===== src/rtl/eprom_pkg.sv =====
package eprom_pkg;
    localparam int DATA_W = 8;
    localparam logic [DATA_W-1:0] MFR_CODE = 8'h20;
    localparam logic [DATA_W-1:0] DEV_CODE = 8'h04;
    localparam logic [DATA_W-1:0] BLANK    = 8'hFF;

    typedef enum logic [2:0] {
        M_STANDBY,
        M_INHIBIT,
        M_OUT_DIS,
        M_READ,
        M_SIGNATURE,
        M_PROGRAM,
        M_VERIFY
    } mode_t;

    typedef enum logic {
        ER_IDLE,
        ER_SWEEP
    } er_state_t;
endpackage


===== src/rtl/eprom_erase_seq.sv =====
module eprom_erase_seq
    import eprom_pkg::*;
#(
    parameter int ADDR_W = 10
) (
    input  logic              clk,
    input  logic              rst_n,
    input  logic              erase_req,
    output logic              busy,
    output logic              wr_en,
    output logic [ADDR_W-1:0] wr_addr
);
    localparam logic [ADDR_W-1:0] LAST = {ADDR_W{1'b1}};

    er_state_t         state, state_nx;
    logic [ADDR_W-1:0] idx;

    always_comb begin
        state_nx = state;
        unique case (state)
            ER_IDLE:  if (erase_req) state_nx = ER_SWEEP;
            ER_SWEEP: if (idx == LAST) state_nx = ER_IDLE;
        endcase
    end

    always_ff @(posedge clk or negedge rst_n) begin
        if (!rst_n) begin
            state <= ER_IDLE;
            idx   <= '0;
        end else begin
            state <= state_nx;
            if (state == ER_SWEEP) idx <= idx + 1'b1;
            else                   idx <= '0;
        end
    end

    always_comb begin
        busy    = (state == ER_SWEEP);
        wr_en   = (state == ER_SWEEP);
        wr_addr = idx;
    end

    AST_SWEEP_ENDS: assert property (@(posedge clk) disable iff (!rst_n)
        (busy && idx == LAST) |=> !busy);
    AST_SWEEP_STARTS: assert property (@(posedge clk) disable iff (!rst_n)
        (erase_req && !busy) |=> (busy && idx == '0));
endmodule


===== config.mk =====
export PLATFORM = sky130hd
export DESIGN_NAME = eprom_erase_seq
export DESIGN_NICKNAME = d
export VERILOG_FILES = /design/src/rtl/eprom_pkg.sv /design/src/rtl/eprom_erase_seq.sv
export SDC_FILE = /design/constraint.sdc
export NUM_CORES = 1
export LEC_CHECK = 0
export BUFFER_PORTS_ARGS = -buffer_cell sky130_fd_sc_hd__buf_2
export CAP_MARGIN = 10
export CORE_ASPECT_RATIO = 1.25
export CORE_UTILIZATION = 25
export CTS_CLUSTER_DIAMETER = 50
export DETAILED_ROUTE_END_ITERATION = 10
export SLEW_MARGIN = 15
export SYNTH_ARGS = -nofsm -noshare
export SYNTH_HDL_FRONTEND = slang
export SYNTH_SLANG_ARGS = --single-unit

===== constraint.sdc =====
create_clock -name clk -period 3.68 [get_ports clk]
set_input_delay 0.552 -clock clk [delete_from_list [all_inputs] [get_ports clk]]
set_output_delay 0.552 -clock clk [all_outputs]
set_load 0.005 [all_outputs]

# ---- Yosys cells after proc, flatten, opt, wreduce, memory -nomap -nowiden
# Cells that the tools add are included.
dict set report word_totals {
  elab_cells 9
  in_bits 3
  reg_bits 11
}
dict set report op_classes {
  mux 4
  n_eq_ne 1
  bitwise 1
  n_addsub 1
}
# cell count
set ops {}
lappend ops {{$add A10 B1 Y10 const B} 1}
lappend ops {{$eq A10 B10 Y1 const B} 1}
lappend ops {{$mux W10} 1}
lappend ops {{$mux W1} 2}
lappend ops {{$pmux W1 S2} 1}
lappend ops {{$not A1 Y1} 1}

# ---- Longest topological paths before layout
dict set report logic_depth {
  depth_word 3
  depth_mapped 4
  mapped_depth_nobuf 4
}

# ---- Least setup slack after synthesis
# Ideal clock, no wire load.
dict set report synth_timing {
  kind {register -> register}
  startpoint {register idx[2], in the netlist wr_addr[2]}
  endpoint {register idx[9], in the netlist wr_addr[9]}
  setup_slack_ns 2.395
  t_arrival_ns 1.207
  stages_incl_launch_ff 4
  setup_ns 0.078
  synth_period_minus_slack_ns 1.285
  required_ns 3.602
  cell_sequence {dfrtp_1 -> nand4_2 -> or4_1 -> a21oi_1}
}
dict set report synth_via {
  elab_chain_cells 2
}
# element line_no
set synth_lines {}
lappend synth_lines {{start: declaration} eprom_erase_seq.sv:16} ;# logic [ADDR_W-1:0] idx;
lappend synth_lines {{start signal: assignment} eprom_erase_seq.sv:32} ;# if (state == ER_SWEEP) idx <= idx + 1'b1;
lappend synth_lines {{$add A10 B1 Y10} eprom_erase_seq.sv:32}
lappend synth_lines {{$mux W10} eprom_erase_seq.sv:32}
# No other way between the ends.

# ---- Worst setup path after layout
dict set report layout_timing {
  startpoint {register state, in the netlist busy}
  endpoint {output busy}
}
# element line_no
set layout_lines {}
lappend layout_lines {{start: declaration} eprom_erase_seq.sv:15} ;# er_state_t state, state_nx;
lappend layout_lines {{start signal: assignment} eprom_erase_seq.sv:31} ;# state <= state_nx;
lappend layout_lines {{end: declaration} eprom_erase_seq.sv:9} ;# output logic busy,
# No word-level cell between the ends.

==> run_results.csv <==
group,metric,value,unit
cells_and_area,layout.nets,74,
setup_path,path_cells,"buf_2",
clocking,cts_tree,"yes",
pwr,power_density,660,mW/mm^2
clocking,clock_sinks,11,
yosys,avgSynthCellArea,10.0,um^2
cells_and_area,drive_gt1_share,29.0,%
timing,worstMarginPinSlew,353,ps
setup_path,start_kind,"register",
grt,grt_max_degree,12,
setup_path,critPathMaxStageDelay,550,ps
detailed_routing,avgViaCountPerCell,5.12,
yosys,ys_top_cells_by_count,"dfrtp_1 (11), nand2_1 (7), nor2_1 (5), a21oi_1 (4), nand3_1 (4)",
grt,grt_use_total,12.2,%
timing,setup_viol,0,
yosys,syn-cell-area,522,um^2
detailed_routing,dr.pass1.iters,4,
setup_path,critPathMaxFanout,10,
flow_run,maxCapViolCount,0,
worst_hold_path,worstHoldPathType,"in2async",
clocking,cts.path.max_buffers,2,
detailed_routing,vias,456,
setup_path,critical_path.endpoint_type,"output pin",
pwr,p_total,0.420,mW
detailed_routing,routed_wirelength,1210,um
yosys,syn-num-nets,56,
floorplan,coreArea,0.00198,mm^2
setup_path,cp_slowest_cell,"dfrtp_1",
clocking,post_cts_buffers,0,
yosys,yosysTopAreaCellShare,52.8,%
floorplan,dieArea,0.00227,mm^2
timing,tns,0,ps
setup_path,required,3130,ps
yosys,yosysWarnings,0,
pwr,leakage,0.310,nW
grt,grt_pass1_wl,1970,um
cells_and_area,n_fill_cell,219,
placement,dp.cells,85,
detailed_routing,drt_iter0_markers,4,
cells_and_area,area_growth,21.8,%
floorplan,fp.dieH,53.1,um
setup_path,worstPathArrival,1000,ps
clocking,clk-insertion-delay-late,270,ps
floorplan,ioPinCount,15,
floorplan,rows,18,
grt,antenna_found_initial,0,
yosys,synth_edf_count,0,
setup_path,critPathTopFamily,"flip-flops",
timing,slew_headroom,76.5,%
yosys,ys_types,22,
clocking,cts_resized,0,
detailed_routing,ant_nets,0,
timing,final_hold_viol_count,0,
cells_and_area,finalNonFillerCells,89,
clocking,cts_root_buffer,"clkbuf_4",
yosys,ys_seq_area_share,52.8,%
grt,grt_pass1_vias,414,
yosys,yosys.cell_count.top_type,"dfrtp_1",
placement,io_buffer_count,14,
placement,gp_congestion,0.725,
grt,overflow,0,
setup_path,cp_num_buf_inv,1,
cells_and_area,seq_area,275,um^2
timing,period_needed,1560,ps
placement,post_dp_cell_area,609,um^2
clocking,cts_max_level,1,
clocking,numCtsBuffers,3,
placement,place_hpwl,831,um
cells_and_area,antennaDiodeCount,0,
yosys,yosysTopAreaCell,"dfrtp_1",
yosys,netlist_instances,52,
floorplan,die_w,42.9,um
yosys,ys_ff_latch,11,
setup_path,critPathKind,"reg2out",
cells_and_area,multi_input_area,235,um^2
clocking,path_clk_slew,70,ps
detailed_routing,wl_per_cell,13.5,um
yosys,synth_ff_type,"dfrtp_1",
cells_and_area,final_cell_area,636,um^2
timing,fmax,0.642,GHz
clocking,cts-hold-fix-buffers,0,
pwr,ir_drop,0.339,mV
yosys,synthArstFlopShare,100,%
floorplan,start_util,26.3,%
timing,finalClockSkew,3.88,ps
status,status,"complete, no violations",
detailed_routing,drc_errors,0,
yosys,yosys-top-cells-area,"dfrtp_1 (53%), nand2_1 (5.0%), a21oi_1 (3.8%)",
timing,drv_slew,0,
timing,grt_setup_unrepaired,"false",
timing,finalCritPeriodShare,42.3,%
[layout by cell type, fill, tap and decap left out]
master,count
buf_2,14
dfrtp_1,11
nand2_1,7
nor2_1,5
nand3_1,4
a21oi_1,4
clkbuf_4,3
nand2b_1,2
mux2i_1,2
o21ai_0,2
xor2_1,2
and4_2,1
nand4_1,1
nand4_2,1
or3_2,1
inv_1,1
or3_1,1
xnor2_1,1
and2_1,1
o31ai_1,1
or4_1,1
nor3_1,1
ha_1,1
clkbuf_1,1
[routing by layer]
metal | global-route usage, % | up-vias | share of wire (%)
met2 | 17.9 | 22 | 45
met3 | 3.75 | 5 | 6.3
li1 | - | 216 | -
met4 | 8.33 | 0 | 2.8
met1 | 15.3 | 213 | 46
met5 | 0 | - | 0
[where the power goes]
| group | switching (mW) | internal [mW] | total (mW) |
|---|---|---|---|
| clock network | 0.0406 | 0.0421 | 0.0826 |
| logic | 0.0552 | 0.0642 | 0.119 |
| registers | 0.0603 | 0.157 | 0.218 |
| total | 0.156 | 0.264 | 0.420 |
[metrics by stage]
step                util (%)  setup WS, ps  hold slack [ps]
global placement        30.7          2360              436
detailed placement      30.7          2350              440
finish                  32.1          2120              141
global route            32.1          2060              153
floorplan                  -          2400              256
CTS                     32.1          2110              147
[sequential cells by signal, indices dropped and copies added (netlist names)]
register and cells:
wr_addr 10, busy 1
[final cells by class]
class	count	area share, %
timing repair buffer	14	11.0
multi-input combinational	39	37.0
tap	20	3.94
inverter	1	0.591
clock buffer	4	4.13
sequential	11	43.3
[worst paths after layout]
check,startpoint,endpoint,slack (ps),depth (start not counted)
setup / recovery,busy$_DFF_PN0_,busy,2120,1
setup reg to reg,wr_addr[2]$_DFF_PN0_,wr_addr[7]$_DFF_PN0_,2310,3
max in group asynchronous,rst_n,busy$_DFF_PN0_,3320,1
min in group clk,wr_addr[0]$_DFF_PN0_,wr_addr[0]$_DFF_PN0_,550,1
hold reg to reg,wr_addr[0]$_DFF_PN0_,wr_addr[0]$_DFF_PN0_,550,1
hold / removal,rst_n,wr_addr[2]$_DFF_PN0_,140,1
[cell families (layout without fill, tap and decap cells)]
kind of cell	count (synthesis)	after routing	synth area share [%]
DFF	11	11	52.8
xor gates and xnor gates	3	3	5.04
AOI/OAI and AO/OA	7	7	7.20
and+or+nand+nor	26	26	26.6
muxes	2	2	3.84
buffers and inverters	2	19	2.16
adders and majority gates	1	1	2.40
Note: power is estimated with default switching activity, not from simulation.
